<file path="src/rtl/bank_pkg.sv">
package bank_pkg;

    localparam int unsigned FA_W = 5;
    localparam int unsigned OFS_W = 4;
    localparam logic [FA_W-1:0] INDIRECT_FA = 5'h00;
    localparam logic [FA_W-1:0] PTR_FA = 5'h04;

    typedef enum logic [1:0] {
        SRC_NULL = 2'd0,
        SRC_PTR  = 2'd1,
        SRC_FILE = 2'd2
    } rd_src_e;

    typedef struct packed {
        logic    indirect;
        rd_src_e src;
    } access_t;

    function automatic logic [7:0] impl_mask(input int unsigned pa_w);
        return 8'((64'd1 << pa_w) - 64'd1);
    endfunction

endpackage

</file>
<file path="src/rtl/bank_addr_resolve.sv">
module bank_addr_resolve
    import bank_pkg::*;
#(
    parameter int unsigned PA_W = 7
) (
    input  logic [FA_W-1:0] fa,
    input  logic [PA_W-1:0] ptr_idx,
    output logic [PA_W-1:0] phys,
    output access_t         acc
);
    logic [PA_W-1:0] ind_addr;

    always_comb begin
        if (ptr_idx[OFS_W])
            ind_addr = ptr_idx;
        else
            ind_addr = PA_W'(ptr_idx[FA_W-1:0]);
    end

    always_comb begin
        acc.indirect = (fa == INDIRECT_FA);
        phys = acc.indirect ? ind_addr : PA_W'(fa);
        if (phys == '0)
            acc.src = SRC_NULL;
        else if (phys == PA_W'(PTR_FA))
            acc.src = SRC_PTR;
        else
            acc.src = SRC_FILE;
    end
endmodule

</file>
<file path="src/rtl/bank_ptr_reg.sv">
module bank_ptr_reg
    import bank_pkg::*;
#(
    parameter int unsigned PA_W   = 7,
    parameter int unsigned DATA_W = 8
) (
    input  logic              clk,
    input  logic              rst,
    input  logic              we,
    input  logic [DATA_W-1:0] wdata,
    output logic [DATA_W-1:0] rb,
    output logic [PA_W-1:0]   idx
);
    localparam logic [DATA_W-1:0] MASK = DATA_W'(impl_mask(PA_W));

    logic [DATA_W-1:0] ptr_q;

    always_ff @(posedge clk) begin
        if (rst)
            ptr_q <= '0;
        else if (we)
            ptr_q <= wdata;
    end

    assign rb  = ptr_q | ~MASK;
    assign idx = rb[PA_W-1:0];
endmodule

</file>
<file path="src/rtl/bank_file_store.sv">
module bank_file_store #(
    parameter int unsigned PA_W   = 7,
    parameter int unsigned DATA_W = 8
) (
    input  logic              clk,
    input  logic              rst,
    input  logic              we,
    input  logic [PA_W-1:0]   addr,
    input  logic [DATA_W-1:0] wdata,
    output logic [DATA_W-1:0] rdata
);
    localparam int unsigned DEPTH = 1 << PA_W;

    logic [DATA_W-1:0] cells [DEPTH];

    always_ff @(posedge clk) begin
        if (rst) begin
            for (int i = 0; i < DEPTH; i++)
                cells[i] <= '0;
        end else if (we) begin
            cells[addr] <= wdata;
        end
    end

    assign rdata = cells[addr];
endmodule

</file>
<file path="src/rtl/bank_file_addr.sv">
module bank_file_addr
    import bank_pkg::*;
#(
    parameter int unsigned BANK_BITS = 2,
    parameter int unsigned DATA_W    = 8,
    localparam int unsigned PA_W     = BANK_BITS + FA_W
) (
    input  logic              clk,
    input  logic              rst,
    input  logic [FA_W-1:0]   fa_i,
    input  logic              rd_en_i,
    input  logic              wr_en_i,
    input  logic [DATA_W-1:0] wr_data_i,
    output logic [PA_W-1:0]   phys_addr_o,
    output logic [DATA_W-1:0] rd_data_o,
    output logic              mem_we_o
);
    logic [DATA_W-1:0] ptr_rb;
    logic [PA_W-1:0]   ptr_idx;
    logic [DATA_W-1:0] file_rdata;
    access_t           acc;
    logic              ptr_we;
    logic              file_we;
    logic [DATA_W-1:0] mux_data;

    bank_addr_resolve #(.PA_W(PA_W)) u_resolve (
        .fa      (fa_i),
        .ptr_idx (ptr_idx),
        .phys    (phys_addr_o),
        .acc     (acc)
    );

    bank_ptr_reg #(.PA_W(PA_W), .DATA_W(DATA_W)) u_ptr (
        .clk   (clk),
        .rst   (rst),
        .we    (ptr_we),
        .wdata (wr_data_i),
        .rb    (ptr_rb),
        .idx   (ptr_idx)
    );

    bank_file_store #(.PA_W(PA_W), .DATA_W(DATA_W)) u_store (
        .clk   (clk),
        .rst   (rst),
        .we    (file_we),
        .addr  (phys_addr_o),
        .wdata (wr_data_i),
        .rdata (file_rdata)
    );

    assign ptr_we   = wr_en_i && (acc.src == SRC_PTR);
    assign file_we  = wr_en_i && (acc.src == SRC_FILE);
    assign mem_we_o = ptr_we || file_we;

    always_comb begin
        case (acc.src)
            SRC_PTR:  mux_data = ptr_rb;
            SRC_FILE: mux_data = file_rdata;
            default:  mux_data = '0;
        endcase
        rd_data_o = rd_en_i ? mux_data : '0;
    end
endmodule

</file>
<file path="config.mk">
export PLATFORM = sky130hd
export DESIGN_NAME = bank_file_addr
export DESIGN_NICKNAME = d
export VERILOG_FILES = /design/src/rtl/bank_pkg.sv /design/src/rtl/bank_addr_resolve.sv /design/src/rtl/bank_ptr_reg.sv /design/src/rtl/bank_file_store.sv /design/src/rtl/bank_file_addr.sv
export SDC_FILE = /design/constraint.sdc
export NUM_CORES = 1
export LEC_CHECK = 0
export BUFFER_PORTS_ARGS = -buffer_cell sky130_fd_sc_hd__buf_4
export CAP_MARGIN = 10
export CORE_MARGIN = 2
export CORE_UTILIZATION = 35
export DETAILED_ROUTE_END_ITERATION = 8
export PLACE_DENSITY = 0.57
export SLEW_MARGIN = 20
export SYNTH_ARGS = -nofsm -noshare
export SYNTH_HDL_FRONTEND = slang
export SYNTH_SLANG_ARGS = --single-unit
export TNS_END_PERCENT = 5
</file>
<file path="constraint.sdc">
create_clock -name clk -period 5.86 [get_ports clk]
set_input_delay 0.586 -clock clk [delete_from_list [all_inputs] [get_ports clk]]
set_output_delay 0.586 -clock clk [all_outputs]
set_load 0.005 [all_outputs]
</file>
# Word-level counts from Yosys, hierarchy flattened
# Memory sizes are Yosys's and may differ from the RTL's.
# Cells that the tools add are included.
# op_classes
eq_ne,3
muxes,14
reduce_logical,6
# op_table
cell,count
7-bit 2-to-1 mux,3
8-bit 2-to-1 mux,2
8-bit one-hot mux with 2 select lines,1
8-bit OR reduction,1
7-bit by 3-bit == test with 1-bit output (second input constant),1
7-bit zero test,1
1-bit 2-to-1 mux,6
5-bit zero test,1
2-bit 2-to-1 mux,2
2-bit by 1-bit == test with 1-bit output (second input constant),1
2-bit == test (second input constant),1
1-bit logical AND,2
1-bit logical OR,1
# totals
reg_bits,7
mem_bits_rw,1024
inputBits,17
memories,1
# mem_list
name,depth,word_bits,read_ports,rd_clocked_by_memory_dff,wr,line,rtl
u_store.cells,128,8,1,0,128,bank_file_store.sv:14,logic [DATA_W-1:0] cells [DEPTH];

# Logic depth before layout (Yosys ltp)
# Gate-level depths: netlist of run 1.
# logic_depth
depth_word,12
ltp_mapped,14

# Cells and area by module
# Synthesis of run 1 repeated with hierarchy kept, for this count alone.
# hier_totals
hier_cells,3826
area_unflattened_um2,49102.1
# by_module_without_submodules
module,n_inst,cells_per_inst,area_per_inst_um2,seq_area_each_um2
bank_file_store,1,3749,48405.2,30749.5
bank_ptr_reg,1,31,311.5,140.1
bank_file_addr,1,27,250.2,0.0
bank_addr_resolve,1,19,135.1,0.0

# Least setup slack after synthesis of run 1
# Ideal clock, no wire load.
# synth_timing
path_kind,input-to-output
startpoint,input port fa_i[3]
endpoint,output port rd_data_o[1]
arrival_time_ns,2.619
t_required_ns,5.274
path_slack_ns,2.655
cell_stages,11
n_path_buf,3
cell_sequence,buf_4 > or4b_4 > buf_6 > o211a_1 > buf_6 > nand2_8 > o22ai_2 > nor3_2 > nor3_1 > o31a_1 > o41ai_2
# synth_between
elab_chain_cells,8
# synth_lines
item,line,rtl
"start, declared",bank_file_addr.sv:10,"input logic [FA_W-1:0] fa_i,"
5-bit zero test,bank_addr_resolve.sv:21,acc.indirect = (fa == INDIRECT_FA);
7-bit 2-to-1 mux (*),bank_addr_resolve.sv:22,phys = acc.indirect ? ind_addr : PA_W'(fa);
branches (longest 4 deep; another with memory read 128 x 8 bit),-,
8-bit one-hot mux with 2 select lines (*),bank_file_addr.sv:56,case (acc.src)
8-bit 2-to-1 mux (*),bank_file_addr.sv:61,rd_data_o = rd_en_i ? mux_data : '0;
"end, declared",bank_file_addr.sv:15,"output logic [DATA_W-1:0] rd_data_o,"
# Every way passes the cells marked *.

# Final worst setup path of run 1
# layout_timing
startpoint,register u_ptr.ptr_q[0]
endpoint,output port rd_data_o[7]
# layout_between
elab_chain_cells,8
# layout_lines
item,line,rtl
"start, declared",bank_ptr_reg.sv:16,logic [DATA_W-1:0] ptr_q;
"start signal, assigned",bank_ptr_reg.sv:22,ptr_q <= wdata;
7-bit 2-to-1 mux (*),bank_addr_resolve.sv:14,if (ptr_idx[OFS_W])
7-bit 2-to-1 mux (*),bank_addr_resolve.sv:22,
branches (longest 4 deep; another with memory read 128 x 8 bit),-,
8-bit one-hot mux with 2 select lines (*),bank_file_addr.sv:56,
8-bit 2-to-1 mux (*),bank_file_addr.sv:61,
# Marks and branches as above.

==> reports/metrics.cfg, run 1 <==
[run_status]
outcome=finished, final reports clean

[finish]
final_nets=2727
multiInputGateArea_sq_um=11100
final_cells=4024
layout-drive-gt1-share=0.132
nFillCells=8904
ff_latch_area_sq_um=21000
syn_to_final_growth_pct=12.4

[pwr]
combPwrFrac=0.079
leakagePower_nw=13.4
switching_share=0.242
clkPwrFrac=0.405
p_per_area_nw_per_um2=305
pwr-share-seq=0.516
power.net_switching_mw=2.73
p_int_mw=8.56
ir_worst_vdd_v=0.000185

[timing]
clock_skew_ns=0.0244
worst_pin_slew_ns=1.22
slew_headroom=0.185
period_share=0.909
setup_tns_ns=0
grt_setup_unrepaired=false
maxClockFrequency_mhz=188
fin_crit_ns=5.33
finalSetupViolCount=0
slew_violations=0
hold_viol_final=0
fin_hold_ws_ns=0.348

[yosys]
synth-main-ff-cell=edfxtp_1
synthAdderAreaFrac=0
synth_compound_area_frac=0.0745
muxShareOfSynthArea=0.0408
ys_async_sr_fraction=0
synth_cell_type_count=91
ys_warn_count=0
syn_inst=2665
synth_top_cell_by_area=edfxtp_1
ys_top_cells_by_area=edfxtp_1 63%, and2_1 12%, nand2_1 3.3%, mux4_2 2.1%, mux2i_1 1.9%
avgSynthCellArea_sq_um=12.4
synth.cell_area_sq_um=32900
synth-edff-count=696
synth_top_cell_area_share=0.635
yosysSeqAreaShare=0.639
synthSimpleGateAreaFrac=0.214
synth_xor_area_frac=0
synth_top_family_by_area=simple AND/OR/NAND/NOR gates
synth-seq-cells=703

[routing]
ant_nets=0
drt_iter0_markers=2725
wl_per_cell_um=27.4
vias=22339
wirelength_um=110000
viasPerCell=5.55
first_pass_iters=5
drcViolationCount=0

[floorplan]
die_h_um=311
start_util=0.353
core-area_sq_um=93300
rows=112
ios=33
dieArea_sq_um=96500
die-width_um=311

[hold_path]
whs_path_depth=2
hold_path_class=in2reg

[worst_setup_path]
arrival_ns=4.74
path_class=reg2out
cp_max_fo=76
crit_path_start_kind=register
worst_setup_path_end_kind=output pin
rr_worst_depth=7
cp_data_required_time_ns=5.27

[clock_tree]
cts_tree=built
cts_buffers=76
cts_resized=0
h-tree-depth=3
clock_path_buffers=3
insertion_delay_ns=0.62
hold_buffers=0
cts-root-buf=clkbuf_16
cts_setup_buffers=0
clock-sinks=703
path_clk_slew_ns=0.06

[place]
dp_hpwl_um=69700
dp.cells=3886
routabilityCongestion=0.958
portBuffers=32

[job]
drv_cap=0

[grt]
grt_pass1_vias=21609
antenna_found_initial=6
grt_pass1_wl_um=158000
grt_usage=0.224
grt_remaining_overflow=0
grt_max_degree=129

==> flip-flops by register name, summed over array words and instances (netlist names) <==
name / flops
u_ptr.ptr_q: 7
u_store.cells: 696
==> per-layer routing <==
metal,GRT usage,vias to the layer above,wire (um)
met5,0,-,13
met1,0.312,11245,45600
li1,-,9604,-
met3,0.0483,216,11200
met2,0.341,1272,49400
met4,0.0844,2,4020
==> power by group through the flow <==
stage | clock network [mW] | registers [mW] | logic (mW)
floorplan | 0 | 5.88 | 0.507
global placement | 0 | 5.93 | 0.871
detailed placement | 0 | 5.93 | 0.877
CTS | 4.62 | 5.82 | 0.880
global route | 4.79 | 5.84 | 0.932
finish | 4.57 | 5.83 | 0.896
==> layout make-up <==
class | instances | share of cell area
inverter | 8 | 0.00108
timing repair buffer | 109 | 0.0242
multi-input combinational | 1812 | 0.301
sequential | 703 | 0.569
tap | 1254 | 0.0424
antenna | 4 | 0.000271
clock buffer | 91 | 0.0535
clock inverter | 43 | 0.00846
==> synthesized netlist by cell type, drive strengths merged (11+ instances only) <==
cell type    n
a211oi      19
a21oi       69
a31oi       38
and2       612
and3        28
buf         85
clkbuf     128
edfxtp     696
mux2i       61
mux4        30
nand2      294
nand3       84
nor2       141
nor3        30
nor4        11
o21ai       37
o221ai      30
o22ai       40
or2         76
==> kinds of logic after synthesis <==
kind of cell | Yosys count
compound gates | 338
buf+inv | 221
flops | 703
mux | 96
other cells | 1
simple gates | 1306
==> placed cells by master, fill, tap and decap left out, types with 8 or more instances in the layout <==
| cell type | Yosys | final |
|---|---|---|
| nor4_1 | 11 | 11 |
| a21oi_1 | 66 | 65 |
| buf_4 | 16 | 100 |
| nand3_1 | 79 | 79 |
| clkbuf_16 | 0 | 77 |
| a31oi_1 | 36 | 36 |
| mux2i_1 | 61 | 61 |
| nor2_1 | 141 | 138 |
| o21ai_0 | 35 | 35 |
| o221ai_1 | 30 | 30 |
| edfxtp_1 | 696 | 696 |
| or2_2 | 76 | 76 |
| clkinv_2 | 0 | 19 |
| mux4_2 | 30 | 30 |
| and3_1 | 28 | 28 |
| a211oi_1 | 16 | 16 |
| nand2_1 | 292 | 292 |
| o22ai_1 | 39 | 39 |
| and2_1 | 612 | 612 |
| clkinv_1 | 1 | 16 |
| conb_1 | 1 | 72 |
| nor3_1 | 28 | 28 |
| o211ai_1 | 8 | 8 |
| clkbuf_1 | 128 | 14 |
==> worst paths after layout <==
kind	slack, ns	endpoint	start
worst max-delay path	0.53	rd_data_o[7]	u_ptr.ptr_q[0]
worst min-delay path	0.35	u_store.cells[122][0]	wr_data_i[0]
worst min register to register	0.59	u_ptr.ptr_q[3]	u_ptr.ptr_q[3]
worst max register to register	1.48	u_store.cells[127][6]	u_ptr.ptr_q[2]
==> worst max-delay path, stage by stage, from the launching register on <==
cell and delay, ns:
dfxtp_1 0.57, and2b_1 0.27, a21oi_4 0.11, inv_8 0.44, buf_4 0.47, nand2_1 0.09
a22oi_1 0.36, a211oi_1 0.25, nor4_1 0.32, nand4_1 0.15, a221oi_1 0.69, buf_4 0.22
buf_4 0.10
==> stage by stage <==
| step | worst slack [ns] | total power [mW] | instance area, sq um | util |
|---|---|---|---|---|
| 3_5_place_dp | 0.953 | 6.81 | 34700 | 0.372 |
| 5_1_grt | 0.287 | 11.6 | 37000 | 0.396 |
| 6_report | 0.532 | 11.3 | 37000 | 0.396 |
| 3_3_place_gp | 1.02 | 6.80 | 34700 | 0.372 |
| 4_1_cts | 0.660 | 11.3 | 37000 | 0.396 |
| 2_1_floorplan | 2.65 | 6.38 | 33200 | - |
Power figures use the tool's default switching activity.
==> run 2: changes to the inputs <==
Settings changed: CAP_MARGIN 10 to 20, PLACE_DENSITY 0.57 to default.
==> reports/metrics.cfg, run 2 (synthesized netlist as in run 1, its figures left out) <==
[place]
place_area_sq_um=34500  ; -0.67%
portBuffers=32  ; unchanged
dp_hpwl_um=64500  ; -7.4%
routabilityCongestion=0.941  ; -1.8%

[timing]
setup_tns_ns=0  ; unchanged
slew_violations=0  ; unchanged
fin_crit_ns=5.31  ; -0.0195 ns
worst_pin_slew_ns=1.16  ; -0.0657 ns
maxClockFrequency_mhz=188  ; +0.37%
finalSetupViolCount=0  ; unchanged
fin_hold_ws_ns=0.467  ; +0.120 ns
grt_setup_unrepaired=false
hold_viol_final=0  ; unchanged
clock_skew_ns=0.0246  ; +0.000159 ns
period_share=0.906  ; -0.00333
slew_headroom=0.229  ; +0.0438

[grt]
antenna_found_initial=2  ; -4
grt_pass1_vias=21094  ; -2.4%
grt_remaining_overflow=0  ; unchanged
grt_max_degree=108  ; -16%
grt_pass1_wl_um=151000  ; -4.5%
grt_usage=0.212  ; -0.0117

[routing]
drcViolationCount=0  ; unchanged
drt_iter0_markers=3024  ; +11%
wl_per_cell_um=26.2  ; -4.4%
first_pass_iters=6  ; +1
viasPerCell=5.47  ; -1.5%
wirelength_um=104000  ; -5.3%
ant_nets=0  ; unchanged
vias=21813  ; -2.4%

[floorplan]
die-width_um=311  ; unchanged
start_util=0.353  ; unchanged
ios=33  ; unchanged
rows=112  ; unchanged
die_h_um=311  ; unchanged
core-area_sq_um=93300  ; unchanged
dieArea_sq_um=96500  ; unchanged

[finish]
final_cell_mix=696 x edfxtp_1, 612 x and2_1, 292 x nand2_1, 138 x nor2_1, 79 x nand3_1
design_area_sq_um=36800  ; -0.56%
ff_latch_area_sq_um=21000  ; unchanged
nFillCells=8787  ; -1.3%
final_nets=2693  ; -1.2%
final_core_util=0.394  ; -0.00221
largest_reg_flops=696  ; unchanged
layout-drive-gt1-share=0.118  ; -0.0141
layout_commonest_cell=edfxtp_1
largestRegisters=u_store.cells (696), u_ptr.ptr_q (7)
syn_to_final_growth_pct=11.8
regMostFlops=u_store.cells
multiInputGateArea_sq_um=11100  ; about the same

[clock_tree]
insertion_delay_ns=0.62  ; about the same
cts_setup_buffers=0  ; unchanged
h-tree-depth=3  ; unchanged
cts_buffers=74  ; -2.6%
cts_resized=0  ; unchanged
cts-root-buf=clkbuf_16
cts_tree=built
clock-sinks=703  ; unchanged
hold_buffers=0  ; unchanged
path_clk_slew_ns=0.06  ; about the same
clock_path_buffers=3  ; unchanged

[hold_path]
whs_path_depth=1  ; -1
hold_path_class=in2reg

[pwr]
total_power_mw=11.3  ; +0.16%
leakagePower_nw=13.3  ; -1.3%
ir_worst_vdd_v=0.000211  ; +14%
p_per_area_nw_per_um2=307  ; +0.73%

[run_status]
outcome=finished, final reports clean

[worst_setup_path]
rr_worst_depth=8  ; +1
crit_path_start_kind=input pin
worst_setup_path_end_kind=output pin
cp_max_fo=20  ; -74%
path_class=in2out
arrival_ns=4.72  ; -0.02 ns
cp_data_required_time_ns=5.27  ; about the same

[job]
drv_cap=0  ; unchanged

-- run 2: through the flow --
stage                     instances  setup slack (ns)
after floorplan                2736              2.65
after global placement         3854             0.726
after detailed placement       3854             0.776
after CTS                      3986             0.582
after global routing           3988             0.444
final                          3988             0.551
-- run 2: final timing paths --
| kind | startpoint | end | slack [ns] |
|---|---|---|---|
| worst max-delay path | fa_i[0] | rd_data_o[2] | 0.55 |
| worst min-delay path | rst | u_store.cells[97][2] | 0.47 |
| worst max register to register | u_ptr.ptr_q[2] | u_store.cells[62][7] | 1.55 |
| worst min register to register | u_ptr.ptr_q[2] | u_ptr.ptr_q[2] | 0.58 |
-- run 2: layout make-up --
class                      instances  share of cell area
sequential                       703               0.572
multi-input combinational       1812               0.303
clock buffer                     100              0.0550
tap                             1254              0.0427
timing repair buffer              77              0.0182
clock inverter                    32             0.00826
inverter                           8             0.00109
antenna                            2            0.000136
-- run 2: power breakdown --
part / leakage (nW) / internal (mW) / switching [mW]
registers: 7.04 / 5.74 / 0.0758
logic: 5.11 / 0.232 / 0.634
clock network: 1.13 / 2.68 / 1.95
total: 13.3 / 8.65 / 2.66
-- run 2: per-layer routing --
| layer | up-vias | GRT usage | wire (um) |
|---|---|---|---|
| li1 | 9548 | - | - |
| met1 | 10942 | 0.301 | 44300 |
| met2 | 1106 | 0.318 | 46200 |
| met3 | 217 | 0.0413 | 9800 |
| met4 | 0 | 0.0859 | 4110 |
| met5 | - | 0 | 0 |
-- run 2: critical path: stages --
cell      delay [ns]
buf_4           0.20
nor2_1          0.54
a31oi_4         0.40
inv_2           0.15
buf_4           0.26
nand2_1         0.50
a211oi_1        0.93
a21oi_1         0.14
a21oi_1         0.33
o211ai_1        0.14
a211oi_2        0.36
buf_4           0.17
